==> src/rtl/gstore_pkg.sv <==
package gstore_pkg;

    localparam int BYTE_W = 8;

    typedef enum logic [0:0] {
        TRAP_IDLE = 1'b0,
        TRAP_PEND = 1'b1
    } trap_state_e;

endpackage

==> src/rtl/gstore_ea.sv <==
module gstore_ea #(
    parameter int ADDR_W = 32,
    parameter int DISP_W = 7,
    parameter int SHIFT  = 2
) (
    input  logic [ADDR_W-1:0] base,
    input  logic [DISP_W-1:0] disp,
    output logic [ADDR_W-1:0] ea,
    output logic              misal
);

    logic [ADDR_W-1:0] disp_ext;
    logic [ADDR_W-1:0] offset;

    always_comb begin
        disp_ext = {{(ADDR_W-DISP_W){disp[DISP_W-1]}}, disp};
        offset   = disp_ext << SHIFT;
        ea       = base + offset;
        misal    = |ea[SHIFT-1:0];
    end

endmodule

==> src/rtl/gstore_lanes.sv <==
module gstore_lanes #(
    parameter int DATA_W = 32,
    parameter int LANES  = 4,
    parameter int LB     = 2
) (
    input  logic              big,
    input  logic [DATA_W-1:0] src,
    output logic [DATA_W-1:0] dout
);

    localparam logic [LB-1:0] REV_MASK = LB'(LANES - 1);

    logic [LB-1:0] flip;

    always_comb flip = big ? REV_MASK : '0;

    for (genvar k = 0; k < LANES; k++) begin : g_lane
        logic [LB-1:0] pick;
        always_comb begin
            pick = LB'(k) ^ flip;
            dout[k*8 +: 8] = src[pick*8 +: 8];
        end
    end

endmodule

==> src/rtl/gstore_trap.sv <==
module gstore_trap
    import gstore_pkg::*;
(
    input  logic clk,
    input  logic rst_n,
    input  logic mis_evt,
    input  logic trap_en,
    input  logic flag_clr,
    input  logic ack,
    output logic mis_flag,
    output logic trap_req
);

    trap_state_e state_q, state_d;
    logic        raise;

    always_comb raise = mis_evt & trap_en;

    always_ff @(posedge clk) begin
        if (!rst_n) state_q <= TRAP_IDLE;
        else        state_q <= state_d;
    end

    always_comb begin
        state_d  = state_q;
        trap_req = 1'b0;
        unique case (state_q)
            TRAP_IDLE: begin
                if (raise) state_d = TRAP_PEND;
            end
            TRAP_PEND: begin
                trap_req = 1'b1;
                if (ack && !raise) state_d = TRAP_IDLE;
            end
            default: state_d = TRAP_IDLE;
        endcase
    end

    always_ff @(posedge clk) begin
        if (!rst_n)        mis_flag <= 1'b0;
        else if (mis_evt)  mis_flag <= 1'b1;
        else if (flag_clr) mis_flag <= 1'b0;
    end

    a_r7_sticky: assert property (@(posedge clk) disable iff (!rst_n)
        mis_flag && !flag_clr |=> mis_flag);
    a_r7_set_wins: assert property (@(posedge clk) disable iff (!rst_n)
        mis_evt |=> mis_flag);
    a_r8_raise: assert property (@(posedge clk) disable iff (!rst_n)
        raise |=> trap_req);
    a_r8_hold: assert property (@(posedge clk) disable iff (!rst_n)
        trap_req && !ack |=> trap_req);

endmodule

==> src/rtl/gstore_unit.sv <==
module gstore_unit
    import gstore_pkg::*;
#(
    parameter int ADDR_W = 32,
    parameter int DATA_W = 32,
    parameter int DISP_W = 7
) (
    input  logic              clk,
    input  logic              rst_n,
    input  logic              op_valid,
    input  logic              op_guard,
    input  logic [ADDR_W-1:0] op_base,
    input  logic [DATA_W-1:0] op_src,
    input  logic [DISP_W-1:0] op_disp,
    input  logic              mode_big,
    input  logic              trap_en,
    input  logic              mse_clear,
    input  logic              ijmp_strobe,
    output logic              op_done,
    output logic              mem_we,
    output logic [ADDR_W-1:0] mem_addr,
    output logic [DATA_W-1:0] mem_wdata,
    output logic [DATA_W/BYTE_W-1:0] mem_be,
    output logic              mis_flag,
    output logic              trap_req
);

    localparam int LANES = DATA_W / BYTE_W;
    localparam int SHIFT = $clog2(LANES);

    logic [ADDR_W-1:0] ea;
    logic              misal;
    logic [DATA_W-1:0] lane_data;
    logic              commit, do_write, mis_evt;

    gstore_ea #(.ADDR_W(ADDR_W), .DISP_W(DISP_W), .SHIFT(SHIFT)) ea_i (
        .base (op_base),
        .disp (op_disp),
        .ea   (ea),
        .misal(misal)
    );

    gstore_lanes #(.DATA_W(DATA_W), .LANES(LANES), .LB(SHIFT)) lanes_i (
        .big (mode_big),
        .src (op_src),
        .dout(lane_data)
    );

    always_comb begin
        commit   = op_valid & op_guard;
        do_write = commit & ~misal;
        mis_evt  = commit & misal;
    end

    gstore_trap trap_i (
        .clk     (clk),
        .rst_n   (rst_n),
        .mis_evt (mis_evt),
        .trap_en (trap_en),
        .flag_clr(mse_clear),
        .ack     (ijmp_strobe),
        .mis_flag(mis_flag),
        .trap_req(trap_req)
    );

    always_ff @(posedge clk) begin
        if (!rst_n) begin
            op_done   <= 1'b0;
            mem_we    <= 1'b0;
            mem_addr  <= '0;
            mem_wdata <= '0;
            mem_be    <= '0;
        end else begin
            op_done <= op_valid;
            mem_we  <= do_write;
            mem_be  <= do_write ? '1 : '0;
            if (op_valid) begin
                mem_addr  <= ea;
                mem_wdata <= do_write ? lane_data : '0;
            end
        end
    end

    a_r2_done: assert property (@(posedge clk) disable iff (!rst_n)
        op_valid |=> op_done);
    a_r2_idle: assert property (@(posedge clk) disable iff (!rst_n)
        !op_valid |=> !op_done);
    a_r1_aligned_write: assert property (@(posedge clk) disable iff (!rst_n)
        mem_we |-> mem_addr[SHIFT-1:0] == '0);
    a_r3_guard_quiet: assert property (@(posedge clk) disable iff (!rst_n)
        op_valid && !op_guard && !mse_clear && !ijmp_strobe |=>
            !mem_we && mis_flag == $past(mis_flag) && trap_req == $past(trap_req));
    a_r6_no_write: assert property (@(posedge clk) disable iff (!rst_n)
        op_valid && op_guard && misal |=> !mem_we && mem_be == '0 && mis_flag);
    a_r9_no_trap: assert property (@(posedge clk) disable iff (!rst_n)
        op_valid && op_guard && misal && !trap_en && !trap_req |=> !trap_req);

endmodule

==> config.mk <==
export PLATFORM = sky130hd
export DESIGN_NAME = gstore_unit
export DESIGN_NICKNAME = d
export VERILOG_FILES = /design/src/rtl/gstore_pkg.sv /design/src/rtl/gstore_ea.sv /design/src/rtl/gstore_lanes.sv /design/src/rtl/gstore_trap.sv /design/src/rtl/gstore_unit.sv
export SDC_FILE = /design/constraint.sdc
export NUM_CORES = 1
export LEC_CHECK = 0
export BUFFER_PORTS_ARGS = -buffer_cell sky130_fd_sc_hd__buf_2
export CAP_MARGIN = 20
export CORE_MARGIN = 1
export CORE_UTILIZATION = 24
export CTS_BUF_LIST = sky130_fd_sc_hd__clkbuf_4
export CTS_CLUSTER_SIZE = 12
export DETAILED_ROUTE_END_ITERATION = 16
export PLACE_DENSITY = 0.52
export SYNTH_ARGS = -nofsm -noshare
export SYNTH_HDL_FRONTEND = slang
export SYNTH_HIERARCHICAL = 1
export SYNTH_SLANG_ARGS = --single-unit
==> constraint.sdc <==
create_clock -name clk -period 3 [get_ports clk]
set_input_delay 0.6 -clock clk [delete_from_list [all_inputs] [get_ports clk]]
set_output_delay 0.6 -clock clk [all_outputs]
set_load 0.02 [all_outputs]
Word level (Yosys, flattened, before mapping). Cells that the tools add are included.

Register bits after elaboration: 72. Input bits: 79. Output and inout port bits: 72. Word-level logic and storage cells: 34.

Add/subtract/negate cells: 1. Shift operators: 4. Mux-type cells: 9. Bitwise logic cells: 9. Reductions and logical operators: 4.

Operator list (count): variable part select 32 x 6 -> 8 bit (4); adder 32 bit (1); two-way mux 32 bit (1); two-way mux 1 bit (5); AND 1 bit (4); two-way mux 4 bit (1); NOT 1 bit (4); two-way mux 2 bit (1); NOT 2 bit (1); case mux 1 bit (2 select lines) (1); nonzero test 2 bit (1); OR reduction 2 bit (1); logical AND 1 bit (1); logical NOT 1 bit (1).

Logic depth before layout (Yosys ltp).
Depth in word-level cells: 8. Gate-level depth with buffers: 12. Gate-level depth less buffers: 12.

Modules after synthesis. The synthesis kept the hierarchy.

Modules (own cells, without submodules): gstore_unit (times used 1, cells each 258, area an instance 2751.4 um2, seq. area each 1321.3 um2); gstore_ea (times used 1, cells each 238, area an instance 1770.4 um2, seq. area each 0.0 um2); gstore_lanes (times used 1, cells each 36, area an instance 544.3 um2, seq. area each 0.0 um2); gstore_trap (times used 1, cells each 7, area an instance 71.3 um2, seq. area each 40.0 um2).

Worst setup path after synthesis. OpenSTA, ideal clock, no wires.

Path type: input to register. From: input op_base[2]. To: register mem_addr[26]. Library setup time: 0.116 ns. Arrival time: 2.580 ns. Required time: 2.884 ns. Setup slack: 0.304 ns. Stages: 12. Path buffers: 0. Cell sequence: ha_1 inv_1 fa_1 nor2b_1 o2111ai_1 a311oi_1 nor2_1 o311ai_4 a41oi_1 xnor2_1 mux2i_1 nor2b_1.

Longest elaborated chain between the ends: 1.

Ends and longest elaborated chain: start, declared (RTL line gstore_unit.sv:12) `input logic [ADDR_W-1:0] op_base,`; adder 32 bit (RTL line gstore_ea.sv:18) `ea = base + offset;`; net ea[26] (RTL line gstore_unit.sv:31) `logic [ADDR_W-1:0] ea;`; end signal, assigned (RTL line gstore_unit.sv:70) `mem_addr <= '0;`; end signal, assigned (RTL line gstore_unit.sv:78) `mem_addr <= ea;`; end, declared (RTL line gstore_unit.sv:21) `output logic [ADDR_W-1:0] mem_addr,`.

The timed path passes the listed nets, and every way through them passes these cells. A chain may end at the register's enable or synchronous reset.

Worst setup path in the final report. Ends and elaborated chain as after synthesis.

==> impl_metrics.csv <==
group,metric,value,unit
yosys,synth_edf_count,0,
setup_path,worst_path_max_delay_cell,"fa_1",
routing,detail_route.iter0.violations,163,
yosys,postSynthRegisterBits,68,
timing,finalCriticalPeriod,2.58,ns
power,power_frac_clock,0.279,
yosys,synth_commonest_cells,"dfxtp_1, nor2b_1, nand2b_1, mux2i_1, nand4b_1",
min_path,whs_path_depth,3,
power,p_sw,883,uW
grt,grt_start_max_net_pins,69,
setup_path,path_common_cell,"nor2b_1",
floorplan,ioPinCount,151,
grt,gr-usage-all-layers,0.130,
setup_path,setup.worst_path.end_class,"flip-flop",
setup_path,timing_worst_setup_path_type,"in -> reg",
yosys,syn-num-nets,648,
power,cell_internal_pwr,1720,uW
timing,holdWs,0.379,ns
routing,wirelength,14.2,mm
yosys,synth_sequential_area_ratio,0.265,
yosys,synth_ff_type,"dfxtp_1",
layout,final_util,0.301,
timing,tightest_slew,0.670,ns
power,power.share.switching,0.340,
cts,clock-root-buffer,"clkbuf_4",
cts,clockBufferDepth,2,
layout,nets,791,
layout,final_layout_size_suffix_gt1_frac,0.357,
routing,m1WireLength,6.96,mm
yosys,synth_top_cell_by_area,"dfxtp_1",
placed_design,detailedPlace.worstSlack,-0.0231,ns
timing,setup_viol_count_final,0,
placed_design,number_of_buffers_added_on_ports,150,
grt,grt.overflow.total,0,
timing,slew_headroom,0.554,
timing,grt_setup_unrepaired,"false",
timing,period_share,0.859,
placed_design,dpl.hpwl,10.7,mm
timing,timing.clock.skew,0,ns
floorplan,die_x,148,um
flow_run,maxCapViolations,0,
cts,cts_max_level,3,
routing,antenna_violating_nets_post_route,0,
routing,met2WireLength,6.40,mm
cts,numCtsBuffers,9,
yosys,ys_top_cells_by_area,"dfxtp_1, mux2_4, ha_1",
routing,wire_per_inst,14.7,um
power,vdd_drop_max,173,uV
floorplan,die_h,148,um
setup_path,ff2ff_path_depth,2,
power,p_seq_frac,0.381,
yosys,yosysWarningCount,6,
power,power_per_standard_cell_area,411,nW/um^2
placed_design,place_congestion,0.838,
layout,layout-area-overhead-vs-synth,23.2,%
setup_path,arrival,2.93,ns
routing,highest-signal-layer,"met4",
power,relative_contribution_of_combinational_cells_to_total_power,0.340,
cts,clk_transition_reported_paths,0.13,ns
cts,postCtsResizedCells,0,
yosys,synth.distinct_cells,63,
setup_path,critical_path.max_fanout,3,
layout,final.fill_count,2236,
min_path,worst_min_delay_path_class,"in -> reg",
yosys,netlist_instances,539,
grt,global_route_wire_length_before_repair,22.3,mm
setup_path,reg2reg_setup_slack,2.31,ns
routing,vias_per_cell,4.58,
setup_path,worstPathCellList,"buf_2 -> ha_1 -> inv_1 -> fa_1 -> nor2b_1 -> o2111ai_1 -> a311oi_1 -> nor2_1 -> o311ai_4 -> a41oi_1 -> xnor2_1 -> mux2i_1 -> nor2b_1",
setup_path,cp-start-kind,"input pin",
grt,first_global_vias,4259,
floorplan,floorplan.initialDensity,0.244,
routing,met3_layer_wire_length_in_the_routed_design,673,um
yosys,synth-async-reset-ratio,0,
routing,total_number_of_vias,4415,
yosys,netlist.area_leader.share,0.265,
setup_path,critPathRequiredTime,3.35,ns
timing,timing.final.hold_violations,0,
floorplan,fp.dieArea,22000,um^2
routing,final_routed_drc_violation_total,0,
timing,highest_clock_frequency_the_design_can_meet,0.388,GHz
timing,fin_tns_setup,0,ns
grt,antenna_found_initial,1,
cts,holdBufCountCts,0,
cts,post_cts_buffers,0,
run_status,status,"finished clean",
yosys,syn-cell-area,5140,um^2
cts,cts_tree,"built",
setup_path,critical-path-max-stage-delay,0.40,ns
power,power.static_leakage,0.00291,uW
floorplan,rows,53,
yosys,synthesis.area_per_instance,9.53,um^2
timing,setup_slack,0.423,ns
cts,cts.sink_count,68,
cts,clkLatencyLatePin,0.45,ns
yosys,post-synth-top-count-cell,"dfxtp_1",
routing,dr.pass1.iters,6,
floorplan,fp.coreArea,21000,um^2
timing,finalMaxSlewViolations,0,
-- placed cells by master, fill, tap and decap left out, types with 12 or more instances in the layout --
cell type    n
mux2i_1     32
a21oi_1     23
nor2_1      15
dfxtp_1     68
a21o_1      15
nor2b_1     36
nand2b_1    35
a21boi_1    29
mux2_4      30
buf_4       28
nand2_1     20
inv_1       12
nand4b_1    32
buf_2      149
xnor2_1     19
ha_1        29
-- per-layer routing --
layer,global-route usage,vias up
met4,0.0402,0
met5,0,-
met2,0.206,113
li1,-,2223
met3,0.0307,12
met1,0.174,2067
-- logic make-up after synthesis --
group / synth area share
AOI/OAI and AO/OA: 0.186
xor gates and xnor gates: 0.0460
adders and majority gates: 0.0745
buffers and inverters: 0.0704
DFF: 0.265
muxes: 0.154
and+or+nand+nor: 0.204
-- worst max-delay path, delay by kind of cell --
family | cells | cell delay (ns)
adder cells (fa/ha/maj) | 2 | 0.55
buffers and inverters | 2 | 0.13
multiplexers | 1 | 0.14
XOR/XNOR | 1 | 0.15
AND/OR/NAND/NOR | 3 | 0.39
AO/OA/AOI/OAI | 4 | 0.96
-- stage by stage --
stage	std cells	cell area, um^2	total power (uW)
finish	964	6330	2600
global route	963	6330	2780
CTS	962	6320	2660
detailed placement	946	6160	1900
global placement	946	6160	1900
floorplan	539	5140	1630
-- registers in the layout (all words and copies together) (netlist names) --
signal           flops
trap_i/state_q       1
mem_addr            32
op_done              1
trap_i/mis_flag      1
mem_wdata           32
mem_be               1
-- path summary, 6_finish.rpt --
| check | from | end |
|---|---|---|
| max | op_base[2] | mem_addr[26] |
| min | trap_en | trap_i/state_q |
| max reg2reg | trap_i/mis_flag | trap_i/mis_flag |
| min reg2reg | mem_wdata[20] | mem_wdata[20] |
-- power by group through the flow --
stage / registers (uW) / logic, uW / clock network (uW)
floorplan: 1080 / 557 / 0
global placement: 1010 / 891 / 0
detailed placement: 1010 / 889 / 0
CTS: 991 / 894 / 773
global route: 997 / 978 / 802
finish: 990 / 885 / 727
-- cell type report --
cell class              count  area, um^2  share of cell area
clock inverters             6        88.8              0.0140
flip-flops and latches     68        1360               0.215
clock buffers              10        75.1              0.0119
multi-input cells         412        3410               0.539
well taps                 275         344              0.0544
repair buffers            179         996               0.157
diodes                      2        5.00            0.000791
inverters                  12        45.0             0.00712
(Power assumes the default switching activity.)
